`src/rtl/fuse_seq_pkg.sv`:
```
package fuse_seq_pkg;
  localparam int PROG_W  = 12;
  localparam int RELAX_W = 4;
  localparam int RSTB_W  = 6;

  typedef enum logic [2:0] {
    ST_IDLE, ST_RDS, ST_EVAL, ST_SETUP, ST_STRB, ST_HOLD, ST_POST
  } seq_state_e;

  typedef struct packed {
    logic [RSTB_W-1:0]  rstb;
    logic [RELAX_W-1:0] relax;
    logic [PROG_W-1:0]  prog;
  } fuse_timing_t;

  function automatic fuse_timing_t unpack_timing(input logic [31:0] raw);
    fuse_timing_t t;
    t.prog  = raw[11:0];
    t.relax = raw[15:12];
    t.rstb  = raw[21:16];
    return t;
  endfunction
endpackage

```
`src/rtl/fuse_cell_array.sv`:
```
module fuse_cell_array #(
  parameter int W     = 32,
  parameter int WORDS = 8,
  localparam int AW   = (WORDS > 1) ? $clog2(WORDS) : 1
) (
  input  logic          clk,
  input  logic          rst_n,
  input  logic          set_en,
  input  logic [AW-1:0] set_addr,
  input  logic [W-1:0]  set_mask,
  input  logic [AW-1:0] rd_a_addr,
  output logic [W-1:0]  rd_a_data,
  input  logic [AW-1:0] rd_b_addr,
  output logic [W-1:0]  rd_b_data
);
  logic [W-1:0] cells [WORDS];

  for (genvar g = 0; g < WORDS; g++) begin : g_word
    always_ff @(posedge clk or negedge rst_n) begin
      if (!rst_n) cells[g] <= '0;
      else if (set_en && (set_addr == AW'(g))) cells[g] <= cells[g] | set_mask;
    end
  end

  assign rd_a_data = cells[rd_a_addr];
  assign rd_b_data = cells[rd_b_addr];
endmodule

```
`src/rtl/fuse_phase_timer.sv`:
```
module fuse_phase_timer #(
  parameter int CW = 12
) (
  input  logic          clk,
  input  logic          rst_n,
  input  logic          load,
  input  logic [CW-1:0] load_val,
  output logic          expired
);
  logic [CW-1:0] cnt_q;

  always_ff @(posedge clk or negedge rst_n) begin
    if (!rst_n)             cnt_q <= '0;
    else if (load)          cnt_q <= load_val;
    else if (cnt_q != '0)   cnt_q <= cnt_q - 1'b1;
  end

  assign expired = (cnt_q == '0);
endmodule

```
`src/rtl/fuse_prog_fsm.sv`:
```
module fuse_prog_fsm
  import fuse_seq_pkg::*;
#(
  parameter int W        = 32,
  parameter int AW       = 3,
  parameter int POST_CYC = 200,
  localparam int BW      = (W > 1) ? $clog2(W) : 1,
  localparam int PCW     = $clog2(POST_CYC + 1),
  localparam int CW      = (PCW > PROG_W) ? PCW : PROG_W
) (
  input  logic          clk,
  input  logic          rst_n,
  input  logic          req_valid,
  input  logic [AW-1:0] req_addr,
  input  logic [W-1:0]  req_data,
  input  logic [31:0]   timing_cfg,
  input  logic          reload_req,
  input  logic [W-1:0]  rd_word,
  output logic [AW-1:0] op_addr,
  output logic          set_en,
  output logic [W-1:0]  set_mask,
  output logic          req_ready,
  output logic          reload_go,
  output logic          busy,
  output logic          done,
  output logic          quiet,
  output logic          strobe,
  output logic [W-1:0]  prog_data
);
  localparam logic [BW-1:0] LAST_BIT = BW'(W - 1);

  seq_state_e   state_q, state_d;
  logic [W-1:0] data_q, data_d;
  logic [BW-1:0] bidx_q, bidx_d;
  logic [AW-1:0] addr_q, addr_d;
  fuse_timing_t tim_q, tim_d;
  fuse_timing_t tim_in;
  logic         done_q, done_d;
  logic         ld, expired, adv;
  logic [CW-1:0] ldv;

  fuse_phase_timer #(.CW(CW)) u_timer (
    .clk(clk), .rst_n(rst_n), .load(ld), .load_val(ldv), .expired(expired)
  );

  assign tim_in = unpack_timing(timing_cfg);

  always_comb begin
    state_d = state_q;
    data_d  = data_q;
    bidx_d  = bidx_q;
    addr_d  = addr_q;
    tim_d   = tim_q;
    done_d  = 1'b0;
    ld      = 1'b0;
    ldv     = '0;
    set_en  = 1'b0;
    adv     = 1'b0;
    case (state_q)
      ST_IDLE: if (req_valid && req_ready) begin
        addr_d  = req_addr;
        data_d  = req_data;
        tim_d   = tim_in;
        ld      = 1'b1;
        ldv     = CW'(tim_in.rstb);
        state_d = ST_RDS;
      end
      ST_RDS: if (expired) begin
        data_d  = data_q & ~rd_word;
        bidx_d  = '0;
        state_d = ST_EVAL;
      end
      ST_EVAL: if (data_q[0]) begin
        ld      = 1'b1;
        ldv     = CW'(tim_q.relax);
        state_d = ST_SETUP;
      end else begin
        adv = 1'b1;
      end
      ST_SETUP: if (expired) begin
        ld      = 1'b1;
        ldv     = CW'(tim_q.prog);
        state_d = ST_STRB;
      end
      ST_STRB: if (expired) begin
        set_en  = 1'b1;
        ld      = 1'b1;
        ldv     = CW'(tim_q.relax);
        state_d = ST_HOLD;
      end
      ST_HOLD: if (expired) adv = 1'b1;
      ST_POST: if (expired) state_d = ST_IDLE;
      default: state_d = ST_IDLE;
    endcase
    if (adv) begin
      data_d = data_q >> 1;
      bidx_d = bidx_q + 1'b1;
      if (bidx_q == LAST_BIT) begin
        state_d = ST_POST;
        done_d  = 1'b1;
        ld      = 1'b1;
        ldv     = CW'(POST_CYC - 1);
      end else begin
        state_d = ST_EVAL;
      end
    end
  end

  always_ff @(posedge clk or negedge rst_n) begin
    if (!rst_n) begin
      state_q <= ST_IDLE;
      data_q  <= '0;
      bidx_q  <= '0;
      addr_q  <= '0;
      tim_q   <= '0;
      done_q  <= 1'b0;
    end else begin
      state_q <= state_d;
      data_q  <= data_d;
      bidx_q  <= bidx_d;
      addr_q  <= addr_d;
      tim_q   <= tim_d;
      done_q  <= done_d;
    end
  end

  assign op_addr   = addr_q;
  assign set_mask  = W'(1) << bidx_q;
  assign req_ready = (state_q == ST_IDLE) && !reload_req;
  assign reload_go = (state_q == ST_IDLE) && reload_req;
  assign busy      = (state_q != ST_IDLE) && (state_q != ST_POST);
  assign quiet     = (state_q == ST_POST);
  assign strobe    = (state_q == ST_STRB);
  assign done      = done_q;
  assign prog_data = data_q;
endmodule

```
`src/rtl/fuse_prog_seq.sv`:
```
module fuse_prog_seq #(
  parameter int W        = 32,
  parameter int WORDS    = 8,
  parameter int POST_CYC = 200,
  localparam int AW      = (WORDS > 1) ? $clog2(WORDS) : 1
) (
  input  logic          clk,
  input  logic          rst_n,
  input  logic          req_valid,
  output logic          req_ready,
  input  logic [AW-1:0] req_addr,
  input  logic [W-1:0]  req_data,
  input  logic [31:0]   timing_cfg,
  input  logic          reload_req,
  output logic          reload_go,
  output logic          busy,
  output logic          done,
  output logic          quiet,
  output logic          strobe,
  output logic [W-1:0]  prog_data,
  input  logic [AW-1:0] peek_addr,
  output logic [W-1:0]  peek_data
);
  logic [AW-1:0] op_addr;
  logic [W-1:0]  rd_word, set_mask;
  logic          set_en;

  fuse_cell_array #(.W(W), .WORDS(WORDS)) u_array (
    .clk(clk), .rst_n(rst_n),
    .set_en(set_en), .set_addr(op_addr), .set_mask(set_mask),
    .rd_a_addr(op_addr), .rd_a_data(rd_word),
    .rd_b_addr(peek_addr), .rd_b_data(peek_data)
  );

  fuse_prog_fsm #(.W(W), .AW(AW), .POST_CYC(POST_CYC)) u_fsm (
    .clk(clk), .rst_n(rst_n),
    .req_valid(req_valid), .req_addr(req_addr), .req_data(req_data),
    .timing_cfg(timing_cfg), .reload_req(reload_req), .rd_word(rd_word),
    .op_addr(op_addr), .set_en(set_en), .set_mask(set_mask),
    .req_ready(req_ready), .reload_go(reload_go), .busy(busy), .done(done),
    .quiet(quiet), .strobe(strobe), .prog_data(prog_data)
  );
endmodule

```
`config.mk`:
```
export PLATFORM = sky130hd
export DESIGN_NAME = fuse_prog_seq
export DESIGN_NICKNAME = d
export VERILOG_FILES = /design/src/rtl/fuse_seq_pkg.sv /design/src/rtl/fuse_cell_array.sv /design/src/rtl/fuse_phase_timer.sv /design/src/rtl/fuse_prog_fsm.sv /design/src/rtl/fuse_prog_seq.sv
export SDC_FILE = /design/constraint.sdc
export NUM_CORES = 1
export LEC_CHECK = 0
export BUFFER_PORTS_ARGS = -buffer_cell sky130_fd_sc_hd__buf_2
export CAP_MARGIN = 0
export CORE_MARGIN = 2
export CORE_UTILIZATION = 45
export CTS_CLUSTER_DIAMETER = 60
export DETAILED_ROUTE_END_ITERATION = 8
export PLACE_DENSITY = 0.68
export SLEW_MARGIN = 25
export SYNTH_ARGS = -nofsm -noshare
export SYNTH_HDL_FRONTEND = slang
export SYNTH_SLANG_ARGS = --single-unit
```
`constraint.sdc`:
```
create_clock -name clk -period 3 [get_ports clk]
set_input_delay 0.6 -clock clk [delete_from_list [all_inputs] [get_ports clk]]
set_output_delay 0.6 -clock clk [all_outputs]
set_load 0.01 [all_outputs]
```
Yosys cells after proc, flatten, opt, wreduce, memory -nomap -nowiden

Index checks and enable logic that the tools add are counted.

Bitwise gates (word level): 12
Div/mod/pow operators: 0
Muxes and demuxes: 42
Equal/unequal tests: 22
Multipliers: 0
$add $sub $neg: 2
Reduce and logical (&&, ||, !) cells: 27
Shift-type cells: 1
Magnitude comparators: 2

Operator list:

| cell                                                | number |
|---|---|
| bitwise OR 32 bit                                   | 8 |
| two-way mux 32 bit                                  | 7 |
| binary-select mux 32 bit (select 3 bit)             | 2 |
| case mux 32 bit (2 select lines)                    | 1 |
| two-way mux 12 bit                                  | 5 |
| case mux 12 bit (4 select lines)                    | 1 |
| bitwise AND 32 bit                                  | 1 |
| NOT 32 bit                                          | 1 |
| << shifter 1 x 5 -> 32 bit, first input constant    | 1 |
| two-way mux 3 bit                                   | 8 |
| equality test 3 bit, second input constant          | 7 |
| case mux 3 bit (7 select lines)                     | 1 |
| != test 3 x 1 -> 1 bit, second input constant       | 6 |
| two-way mux 5 bit                                   | 3 |
| equality test 3 x 2 -> 1 bit, second input constant | 4 |
| logical AND 1 bit                                   | 12 |
| logical NOT 12 bit                                  | 1 |
| nonzero test 12 bit                                 | 1 |
| subtractor 12 x 1 -> 12 bit, second input constant  | 1 |
| two-way mux 1 bit                                   | 9 |
| >= comparator 4 bit, second input constant          | 2 |
| two-way mux 4 bit                                   | 2 |
| NOT 3 -> 4 bit                                      | 2 |
| AND reduction 7 bit                                 | 1 |
| other kinds (15)                                    | 21 |

Bits in registers: 328
Output and inout port bits: 70
Memory bits (writable): 0
Bits in latches: 0
ROM bits: 0
Input port bits: 74
Word-level logic and storage cells: 124
Memories: 0

Logic depth before layout (Yosys ltp)

Word-level depth: 9
Mapped depth: 10
Gate-level depth less buffers: 7

Cells and area by module

Synthesis repeated with hierarchy kept, for this count alone.

Cells, all modules: 1,294
Area total of the unflattened synthesis: 17,186.5 um2

Modules (own cells, without submodules):

| module           | seq. area each (um2) | area an instance (um2) | times used | cells each |
|---|---|---|---|---|
| fuse_cell_array  | 6,406.1              | 12,837.3               | 1          | 811 |
| fuse_prog_fsm    | 1,501.4              | 3,632.2                | 1          | 411 |
| fuse_phase_timer | 300.3                | 716.9                  | 1          | 72 |

Worst setup path after synthesis

Ideal clock, no wire load.

Path type: input to output
From: in peek_addr[0]
To: out peek_data[0]
Stages: 4
Path buffers: 2
Slack: 0.297 ns
Arrival time: 2.103 ns
Cell sequence: clkbuf_1 > buf_2 > mux4_2 > mux2_2

Cells in the longest elaborated chain, start to end: 4

RTL lines:

| item                                                  | line                  | RTL |
|---|---|---|
| from (decl)                                           | fuse_prog_seq.sv:21   | `input logic [AW-1:0] peek_addr,` |
| NOT 3 -> 4 bit (implied by the code)                  | fuse_cell_array.sv:26 | `assign rd_b_data = cells[rd_b_addr];` |
| binary-select mux 32 bit (select 3 bit)               | fuse_cell_array.sv:26 |  |
| two-way mux 32 bit (implied by the code) (2 in a row) | fuse_cell_array.sv:26 |  |
| to (decl)                                             | fuse_prog_seq.sv:22   | `output logic [W-1:0] peek_data` |

Every way passes these cells. The select of a mux whose other input is x is not followed.

Final worst setup path

From: in peek_addr[1]
To: out peek_data[0]

Same word-level chain as after synthesis.

==> metrics.txt <==
initial antenna violation count 1; Yosys warnings 0; Setup Buffers After CTS 0; fin area 19500 um^2; RSZ-0062 raised after global routing no; routed vias 12000; Top delay family on crit path buffers and inverters; worst r2r dst u_array.cells[38]$_DFFE_PN0P_; fin crit share 0.914; Distinct cells, synth 69; top-count cell post-synth dfrtp_1; Initial DRC Count 1053; total gr overflow 0; Critical Path Most Common Cell buf_2; placement row count 70; Seq/Total Area, Yosys 0.492; slowest cell on the critical path buf_2; clock root buffer clkbuf_16; GR Util All Layers 0.247; Worst Path Buf+Inv 3; R2R depth 8; top cells by area, synth dfrtp_1 (49%), mux4_2 (17%), o21bai_1 (7.2%); FFs w/ async S/R, synth 1.00; Avg Cell Area, Syn 13.1 um^2; TritonCTS clock tree yes; Final Skew 0.0119 ns; EDFF count, synth 0; maximum clock path buffer count 3; total wire length 46.6 mm; P_leak 9.42 nW; Nets 1500; Max Cap Viol 0; Reg2Reg Setup Slack 0.28 ns; Slew HR 0.417; number of global-route vias before repair 12300; Hold Path Class primary input to async pin; GP Congestion 0.854; Cell Pwr Density 707 nW/um^2; Yosys top cell area share 0.492; final hold vios 0; Die X 197 um; # IOs 144; initial core utilization 0.456; worst vdd ir 464 uV; Top FF cell, synth dfrtp_1; Cells after Synth 1276; DR vias/cell 6.26; area growth from synthesis to layout 16.7%; Max stage delay on crit path 0.40 ns; crit-path cells buf_2 -> buf_4 -> mux4_2 -> mux2_2 -> buf_2; post-route DRC violation count 0; status completed; Worst EP arrival 2.14 ns; Final ANT Viol Nets 0; die area 38600 um^2; Max Fanout on Critical Path 13; worst skew pair latency 0.54 ns; cts hold-fix bufs 0; Detailed Routing Iterations Pass 1 7; clk slew on worst S/H paths 0.06 ns; HPWL after DPL 31.5 mm; Area after DPL 18200 um^2; cell taking the most area after synthesis dfrtp_1; layout cells sized above 1 0.327; reg2reg start u_fsm.u_timer.cnt_q[0]$_DFFE_PN0P_; Crit path required time 2.40 ns; Worst Tran Pin Value 0.868 ns; first-pass GRT wire length 72.7 mm; final slew viol count 0; CTS Sinks 328; n_diodes 0; total CTS buffers 38; post-CTS sizing 0; core area 36600 um^2; pin count of the biggest net entering global routing 81; H-tree depth 2; flops & latches, synth 328; drt wl/cell 24.4 um; synthesized area 16700 um^2; kind of critical path primary input to output port; Port Buf Inserts 133; CP startpoint kind primary input; fmax 365 MHz; Pwr Total 0.0138 W; Worst setup EP type output port; final setup TNS 0 ns; top cells by count, synth dfrtp_1 (328), o21bai_1 (160), mux4_2 (128); Net Count, Synth 1359; Setup-failing EPs final 0; Tmin final 2.74 ns; die height 197 um
per-layer routing:
| layer | share of wire | vias to the layer above | track usage |
|---|---|---|---|
| met5 | 0.00028 | - | 0 |
| met4 | 0.028 | 2 | 0.0810 |
| met3 | 0.071 | 86 | 0.0488 |
| met2 | 0.48 | 448 | 0.396 |
| met1 | 0.42 | 6272 | 0.342 |
| li1 | - | 5166 | - |
layout by cell type, fill, tap and decap left out, types with 8 or more instances in the layout:
cell and count:
nor2_1 19, clkbuf_1 8, clkbuf_8 8, o21ai_0 69, buf_4 68, nor2b_1 36, mux4_2 128, o21ai_1 8
o21bai_1 160, a211oi_1 32, inv_1 9, clkbuf_16 41, nor3_1 11, a21oi_1 39, nand2_1 34, ha_1 9
nand3_1 14, nor4b_1 32, mux2_2 50, dfrtp_1 325, buf_12 14, buf_2 131, a21o_1 97
final cells by class:
| class | count | area, um^2 |
|---|---|---|
| multi-input cells | 825 | 7930 |
| inverters | 10 | 37.5 |
| clock inverters | 11 | 92.6 |
| fillers | 2997 | 17100 |
| clock buffers | 57 | 1170 |
| well taps | 468 | 586 |
| flip-flops and latches | 328 | 8210 |
| repair buffers | 214 | 1460 |
worst max path at each step:
stage / from / to / slack (ns) / cells after the start
finish: peek_addr[1] / peek_data[0] / 0.26 / 5
global route: u_fsm.u_timer.cnt_q[0]$_DFFE_PN0P_ / u_fsm.prog_data[8]$_DFFE_PN0P_ / 0.03 / 8
CTS: peek_addr[0] / peek_data[11] / 0.25 / 5
detailed placement: peek_addr[0] / peek_data[11] / 0.25 / 5
global placement: peek_addr[0] / peek_data[3] / 0.26 / 5
floorplan: peek_addr[0] / peek_data[0] / 0.30 / 4
flip-flops by register name, indices dropped and copies added, names as in the netlist:
register / flops
u_fsm.prog_data: 32
u_fsm.op_addr: 3
u_fsm.u_timer.cnt_q: 12
u_array.cells: 256
u_fsm.state_q: 3
u_fsm.bidx_q: 5
u_fsm.tim_q: 16
u_fsm.done: 1
where the power goes:
group | leakage (nW) | switching [W] | total (W) | internal (W)
combinational | 4.31 | 0.00213 | 0.00367 | 0.00154
sequential | 4.48 | 0.000618 | 0.00547 | 0.00485
clock | 0.624 | 0.00186 | 0.00464 | 0.00278
total | 9.42 | 0.00460 | 0.0138 | 0.00916
kinds of logic after synthesis:
logic type / after synthesis / share of synthesized area
multiplexers: 178 / 0.206
adder cells (fa/ha/maj): 9 / 0.00675
buffers and inverters: 123 / 0.0343
AND/OR/NAND/NOR: 198 / 0.0769
flip-flops: 328 / 0.492
AO/OA/AOI/OAI: 431 / 0.179
XOR/XNOR: 9 / 0.00472
through the flow:
step	std cells	worst slack (ns)	utilization	hold WS, ns
2_1_floorplan	1276	0.297	-	0.304
3_3_place_gp	1845	0.260	0.498	0.451
3_5_place_dp	1845	0.253	0.498	0.457
4_1_cts	1913	0.250	0.532	0.0296
5_1_grt	1913	0.0279	0.532	0.0494
6_report	1913	0.259	0.532	0.0140
Power figures use the tool's default switching activity.
